--- src/rtl/setup_buf_pkg.sv ---
package setup_buf_pkg;
  typedef struct packed {
    logic start;
    logic push;
    logic good;
    logic bad;
  } rx_evt_t;
endpackage

--- src/rtl/sb_store.sv ---
module sb_store #(
  parameter int DW    = 8,
  parameter int DEPTH = 8,
  localparam int AW   = $clog2(DEPTH)
) (
  input  logic          clk,
  input  logic          we,
  input  logic [AW-1:0] waddr,
  input  logic [DW-1:0] wdata,
  input  logic          re,
  input  logic [AW-1:0] raddr,
  output logic [DW-1:0] rdata
);
  logic [DW-1:0] mem [DEPTH];

  always_ff @(posedge clk) begin
    if (we) mem[waddr] <= wdata;
    if (re) rdata <= mem[raddr];
  end
endmodule

--- src/rtl/sb_rx_ctrl.sv ---
module sb_rx_ctrl
  import setup_buf_pkg::*;
#(
  parameter int DEPTH = 8,
  localparam int AW   = $clog2(DEPTH),
  localparam int CW   = $clog2(DEPTH + 2)
) (
  input  logic          clk,
  input  logic          rst,
  input  rx_evt_t       ev,
  input  logic          flag_clr,
  output logic          we,
  output logic [AW-1:0] waddr,
  output logic          active,
  output logic          cmd_valid,
  output logic          setup_flag
);
  logic [CW-1:0] cnt;
  logic          ending;
  logic          complete;

  assign ending   = ev.good | ev.bad;
  assign complete = active && ev.good && !ev.start && (cnt == CW'(DEPTH));
  assign we       = active && ev.push && !ending && !ev.start && (cnt < CW'(DEPTH));
  assign waddr    = cnt[AW-1:0];

  always_ff @(posedge clk) begin
    if (rst) begin
      active    <= 1'b0;
      cnt       <= '0;
      cmd_valid <= 1'b0;
    end else if (ev.start) begin
      active    <= 1'b1;
      cnt       <= '0;
      cmd_valid <= 1'b0;
    end else if (active && ending) begin
      active    <= 1'b0;
      cmd_valid <= complete;
    end else if (active && ev.push && (cnt <= CW'(DEPTH))) begin
      cnt <= cnt + CW'(1);
    end
  end

  always_ff @(posedge clk) begin
    if (rst)           setup_flag <= 1'b0;
    else if (complete) setup_flag <= 1'b1;
    else if (flag_clr) setup_flag <= 1'b0;
  end

  a_r2_flag_on_complete: assert property (@(posedge clk) disable iff (rst)
    complete |=> (setup_flag && cmd_valid));
  a_r8_flag_source: assert property (@(posedge clk) disable iff (rst)
    $rose(setup_flag) |-> $past(ev.good && cnt == CW'(DEPTH)));
  a_r11_start_clears: assert property (@(posedge clk) disable iff (rst)
    ev.start |=> (!cmd_valid && active));
  a_r8_valid_idle: assert property (@(posedge clk) disable iff (rst)
    cmd_valid |-> !active);
endmodule

--- src/rtl/sb_rd_ctrl.sv ---
module sb_rd_ctrl #(
  parameter int DEPTH = 8,
  localparam int AW   = $clog2(DEPTH),
  localparam int PW   = $clog2(DEPTH + 1)
) (
  input  logic          clk,
  input  logic          rst,
  input  logic          rd_req,
  input  logic          rd_rewind,
  input  logic          rx_start,
  input  logic          rx_active,
  input  logic          cmd_valid,
  output logic          re,
  output logic [AW-1:0] raddr,
  output logic          rd_valid,
  output logic          rd_invalid
);
  logic [PW-1:0] ptr;
  logic          midway;

  assign midway = (ptr != '0) && (ptr != PW'(DEPTH));
  assign re     = rd_req && cmd_valid && !rx_active && !rx_start && (ptr < PW'(DEPTH));
  assign raddr  = ptr[AW-1:0];

  always_ff @(posedge clk) begin
    if (rst) begin
      ptr        <= '0;
      rd_valid   <= 1'b0;
      rd_invalid <= 1'b0;
    end else begin
      rd_valid <= re;
      if (rx_start || rd_rewind) ptr <= '0;
      else if (re)               ptr <= ptr + PW'(1);
      if (rx_start && midway)    rd_invalid <= 1'b1;
      else if (rd_rewind)        rd_invalid <= 1'b0;
    end
  end

  a_r5_abort_marks: assert property (@(posedge clk) disable iff (rst)
    (rx_start && midway) |=> (rd_invalid && ptr == '0));
  a_r6_rewind_clears: assert property (@(posedge clk) disable iff (rst)
    (rd_rewind && !(rx_start && midway)) |=> (!rd_invalid && ptr == '0));
  a_r7_read_gate: assert property (@(posedge clk) disable iff (rst)
    rd_valid |-> $past(cmd_valid && !rx_active && !rx_start));
  a_r10_ptr_bound: assert property (@(posedge clk) disable iff (rst)
    ptr <= PW'(DEPTH));
endmodule

--- src/rtl/setup_cmd_buf.sv ---
module setup_cmd_buf
  import setup_buf_pkg::*;
#(
  parameter int DW    = 8,
  parameter int DEPTH = 8,
  localparam int AW   = $clog2(DEPTH)
) (
  input  logic          clk,
  input  logic          rst,
  input  logic          rx_start,
  input  logic          rx_push,
  input  logic [DW-1:0] rx_data,
  input  logic          rx_good,
  input  logic          rx_bad,
  input  logic          flag_clr,
  input  logic          rd_req,
  input  logic          rd_rewind,
  output logic [DW-1:0] rd_data,
  output logic          rd_valid,
  output logic          rd_invalid,
  output logic          cmd_valid,
  output logic          setup_flag
);
  rx_evt_t       ev;
  logic          we, re, active;
  logic [AW-1:0] waddr, raddr;

  assign ev = '{start: rx_start, push: rx_push, good: rx_good, bad: rx_bad};

  sb_rx_ctrl #(.DEPTH(DEPTH)) u_rx (
    .clk(clk), .rst(rst), .ev(ev), .flag_clr(flag_clr),
    .we(we), .waddr(waddr), .active(active),
    .cmd_valid(cmd_valid), .setup_flag(setup_flag)
  );

  sb_rd_ctrl #(.DEPTH(DEPTH)) u_rd (
    .clk(clk), .rst(rst), .rd_req(rd_req), .rd_rewind(rd_rewind),
    .rx_start(rx_start), .rx_active(active), .cmd_valid(cmd_valid),
    .re(re), .raddr(raddr), .rd_valid(rd_valid), .rd_invalid(rd_invalid)
  );

  sb_store #(.DW(DW), .DEPTH(DEPTH)) u_mem (
    .clk(clk), .we(we), .waddr(waddr), .wdata(rx_data),
    .re(re), .raddr(raddr), .rdata(rd_data)
  );

  a_r7_no_read_in_rx: assert property (@(posedge clk) disable iff (rst)
    (rx_start || active) |=> !rd_valid);
endmodule

--- config.mk ---
export PLATFORM = sky130hd
export DESIGN_NAME = setup_cmd_buf
export DESIGN_NICKNAME = d
export VERILOG_FILES = /design/src/rtl/setup_buf_pkg.sv /design/src/rtl/sb_store.sv /design/src/rtl/sb_rx_ctrl.sv /design/src/rtl/sb_rd_ctrl.sv /design/src/rtl/setup_cmd_buf.sv
export SDC_FILE = /design/constraint.sdc
export NUM_CORES = 1
export LEC_CHECK = 0
export ABC_AREA = 0
export BUFFER_PORTS_ARGS = -buffer_cell sky130_fd_sc_hd__buf_2
export CAP_MARGIN = 20
export CORE_MARGIN = 5
export CORE_UTILIZATION = 41
export CTS_BUF_LIST = sky130_fd_sc_hd__clkbuf_4 sky130_fd_sc_hd__clkbuf_8
export DETAILED_ROUTE_END_ITERATION = 16
export SYNTH_ARGS = -nofsm -noshare
export SYNTH_HDL_FRONTEND = slang
export SYNTH_HIERARCHICAL = 1
export SYNTH_SLANG_ARGS = --single-unit
--- constraint.sdc ---
create_clock -name clk -period 2 [get_ports clk]
set_clock_uncertainty 0.2 [all_clocks]
set_input_delay 0.4 -clock clk [delete_from_list [all_inputs] [get_ports clk]]
set_output_delay 0.4 -clock clk [all_outputs]
set_load 0.05 [all_outputs]
== Word-level counts from Yosys, hierarchy flattened ==
Memories as Yosys holds them, arrays and structs flattened. A register that Yosys moved wholly into a read port is not among the register bits.
Cells that the tools add are included.
Operators by class
  reduce and logical (&&, ||, !) cells: 26
  shifts and indexed selects: 0
  eq/ne operators: 2
  bitwise operators: 2
  multipliers: 0
  add/sub/neg operators: 2
  muxes and demuxes: 8
  order comparisons: 3
  div/mod/pow operators: 0
Operators with widths (number)
  $logic_and 1x1->1: 15
  $add 4x1->4 const B: 2
  $lt 4x4->1 const B: 2
  $mux 1: 8
  $reduce_bool 2->1: 3
  $eq 4x4->1 const B: 1
  $le 4x4->1 const B: 1
  $ne 4x4->1 const B: 1
  $reduce_bool 4->1: 1
  $reduce_or 2->1: 2
  $logic_not 1->1: 3
  $reduce_and 2->1: 1
  $logic_or 1x1->1: 1
  $not 1->1: 1
  $or 1x1->1: 1
Word-level totals
  bits in registers: 13
  word-level logic and storage cells: 51
  bits in read-only memories: 0
  output and inout bits: 12
  latch bits: 0
  bits in writable memories: 64
  memories kept: 1
Memories
  u_mem.mem: depth 8, bits a word 8, rd ports 1, clocked after memory_dff 1, write ports 1, line sb_store.sv:14  | logic [DW-1:0] mem [DEPTH];

== Logic depth before layout (Yosys ltp) ==
  depth after elaboration: 7
  depth in mapped cells: 5
  mapped depth without buffers: 5

== By module ==
Netlist, hierarchy kept.
Modules (own cells, without submodules)
  sb_store: cells an instance 114, area an instance 2771.4 µm², times used 1
  sb_rx_ctrl: cells an instance 42, area an instance 385.4 µm², times used 1
  sb_rd_ctrl: cells an instance 36, area an instance 332.8 µm², times used 1

== Worst setup path before layout ==
Ideal clock, no wire load.
  path kind: input to register
  start: input port rx_good
  end: memory u_mem.mem[0][0] (enable)
  path buffers: 0
  cell stages on the path: 4
  data arrival time: 1.510 ns
  required time: 1.417 ns
  setup time: 0.383 ns
  setup slack: -0.093 ns
  cells stage by stage: nand4bb_1 nor3_1 nand2b_1 nor3_1
On the way
  cells in the longest elaborated chain, start to end: 7
Ends and longest elaborated chain
  start, declared: line setup_cmd_buf.sv:13  | input logic rx_good,
  $or 1x1->1: line sb_rx_ctrl.sv:22  | assign ending = ev.good | ev.bad;
  $logic_not 1->1: line sb_rx_ctrl.sv:24  | assign we = active && ev.push && !ending && !ev.start && (cnt < CW'(DEPTH));
  $logic_and 1x1->1 (3 in a row): line sb_rx_ctrl.sv:24
  net we: line setup_cmd_buf.sv:25  | logic we, re, active;
  $mux 1: line sb_store.sv:17  | if (we) mem[waddr] <= wdata;
  $mux 1 (not written as such): line sb_store.sv:17
  end, declared: line sb_store.sv:14
The timed path passes the listed nets, and every way through them passes these cells.

== Worst setup path in the final report ==
  start: register u_rd.ptr[0]
  end: register u_mem.rdata[0] (read register of u_mem.mem) (data pin)
On the way
  cells in the longest elaborated chain, start to end: 2
Ends and longest elaborated chain
  start, declared: line sb_rd_ctrl.sv:18  | logic [PW-1:0] ptr;
  start signal, assigned: line sb_rd_ctrl.sv:33  | else if (re) ptr <= ptr + PW'(1);
  $lt 4x4->1: line sb_rd_ctrl.sv:22  | assign re = rd_req && cmd_valid && !rx_active && !rx_start && (ptr < PW'(DEPTH));
  $logic_and 1x1->1: line sb_rd_ctrl.sv:22
  end, declared: line sb_store.sv:12  | output logic [DW-1:0] rdata
Several ways; a longest one is shown, not always the timed one.
A chain may end at the register's enable or synchronous reset.

==> run metrics <==
outcome completed; Overflow after GRT 0; Core Util, Final 0.485; crit-path cells buf_4 > mux4_1 > mux2_2; Hold Path Class input port to flop; max cap viols 0; Main synth FF type edfxtp_1; footprint of the multi-input gates 965 um2; drt drc 0; r2r setup slk 0.08 ns; die area 0.0105 mm2; placed cells 328; Netlist cell types 38; Area growth syn-to-layout 14.8%; total track usage 0.121; Startpoint Class flop; Slew Limit Fails 0; WHS Path Cells 2; WL final 5730 um; CTS root buffer clkbuf_8; slew margin rel. 0.690; DR pass1 iterations 4; fin area 0.00401 mm2; share of layout cells above drive strength 1 0.322; synthesized area per cell 18.2 um2; clk buf depth 2; CP Class flop to flop; fill cell count 690; Placer Congestion 0.719; Clock Pin Slew Worst Setup and Hold Paths 0.09 ns; Std-Cell Rows 33; post-synthesis register bit count 85; power per standard cell area 798 mW/mm2; Setup crit end kind flop; pin count of the biggest net entering global routing 21; mapped cell area 0.00349 mm2; CTS Buf Count 9; fmax 522 MHz; r2r startpoint u_rd/ptr[0]; RSZ-0062 raised after global routing false; Peak VDD IR 0.362 mV; ANT nets after route 0; clock sink count 85; worst skew pair latency 0.34 ns; CP max-delay cell mux4_1; setup TNS 0 ns; reg2reg end u_mem/rdata[0]; final setup violation count 0; Worst-Margin Slew 0.463 ns; Hold Path Origin rx_start; minimum clock period 1.92 ns; reg2reg path depth 3; syn_nets 213; sequential area share after synthesis 0.694; placed cell areas 0.00380 mm2; final hold vios 0; final period utilization 0.958; Antenna Cells 0; Pleak 1.36 nW; CTS hold repair buffers 0; WL per Instance 16.7 um; Ys Warns 6; number of flops mapped to enable cells by yosys 72; Finished Layout Cells 344; Vias/cell 4.95; delay-heaviest family, CP multiplexers; # H-tree levels 3; Critical path buffers and inverters 1; initial antenna violation count 0; number of global-route vias before repair 1705; initial core utilization 0.423; post-CTS setup buffer count 0; Die X-Extent 102 um; first-pass GRT wire length 9160 um; final total power 3.20 mW; dpl hpwl 4010 um; port bufs 28; core area 0.00826 mm2; post-synthesis instance total 192; vias 1702; CTS tree done; fraction of registers with async set/reset 0; Post-CTS Resized 0; critical-path maximum fanout 13; Worst path max stage delay 0.63 ns; Nets 255; WP data required 1.90 ns; Critical Path AT 1.82 ns; Die Span Y 102 um; Iter 0 DRT Violations 111; IO Pins 29; register area 0.00242 mm2; Min-Delay Endpoint u_rx/cnt[3]
report_power, final:
group          internal (mW)  switching [mW]  leakage, nW
logic                 0.0235          0.0387        0.507
registers               1.92         0.00198        0.752
clock network          0.594           0.624        0.106
total                   2.53           0.664         1.36
metrics by stage:
stage	hold slack, ns	worst slack, ns
finish	0.119	0.0835
global route	0.126	0.0285
CTS	0.109	0.0758
detailed placement	0.261	0.0528
global placement	0.255	0.0437
floorplan	0.234	0.0305
state kept, by name, indices dropped and copies added (netlist names):
register / flops
u_mem/mem: 64
u_mem/rdata: 8
u_rd/ptr: 4
u_rd/rd_invalid: 1
u_rd/rd_valid: 1
u_rx/active: 1
u_rx/cmd_valid: 1
u_rx/cnt: 4
u_rx/setup_flag: 1
cells by family (layout without fill, tap and decap cells):
logic type / Yosys count / count (layout) / share of synthesized area
flops: 85 / 85 / 0.694
simple gates: 46 / 46 / 0.0807
mux: 28 / 28 / 0.157
buf+inv: 17 / 64 / 0.0323
compound gates: 12 / 12 / 0.0219
fa+ha+maj: 4 / 4 / 0.0143
final cells by class:
class / count / area share
sequential: 85 / 0.605
multi-input combinational: 90 / 0.241
timing repair buffer: 42 / 0.0644
tap: 105 / 0.0328
clock buffer: 9 / 0.0309
clock inverter: 7 / 0.0203
inverter: 6 / 0.00594
worst max path at each step:
stage | start | end | cells after the start
after detailed placement | rx_good | u_mem/mem[6][6] | 6
after global routing | u_rd/ptr[0] | u_mem/rdata[0] | 3
after CTS | u_rd/ptr[0] | u_mem/rdata[0] | 3
after floorplan | u_rd/ptr[0] | u_mem/rdata[1] | 5
final | u_rd/ptr[0] | u_mem/rdata[0] | 3
after global placement | rx_good | u_mem/mem[2][6] | 6
cells in the final DEF, fill, tap and decap left out, drive strengths merged:
cell type  count
a21boi         1
a21oi          4
a31oi          1
a41oi          1
and4b          1
and4bb         1
buf           42
bufinv         1
clkbuf         9
clkinv         5
dfxtp         13
edfxtp        72
ha             4
inv            7
mux2           8
mux2i          4
mux4          16
nand2         13
nand2b        10
nand4          1
nand4bb        2
nor2          10
nor3           5
nor4           1
o211ai         1
o21ai          3
o31ai          1
or3            1
or4b           1
cell usage after synthesis (2+ instances only):
cell	instances	area [um2]
nand2b_1	8	50.1
ha_1	4	50.1
inv_1	5	18.8
mux4_1	15	394
buf_4	6	45.0
a21oi_1	3	15.0
nor2_1	10	37.5
nand2_1	13	48.8
mux2_2	8	90.1
mux2i_1	4	40.0
nor3_1	4	20.0
o21ai_0	2	10.0
edfxtp_1	72	2160
dfxtp_1	13	260
nand2b_4	2	27.5
worst register-to-register path, cell delays in order (launching register included):
cell     delay [ns]
dfxtp_1        0.34
buf_4          0.22
mux4_1         0.63
mux2_2         0.28
layer usage:
layer / wire length (um) / global-route usage
met5: 0 / 0
met4: 117 / 0.0575
met3: 162 / 0.0259
met2: 2550 / 0.175
met1: 2900 / 0.174
Power figures use the tool's default switching activity.
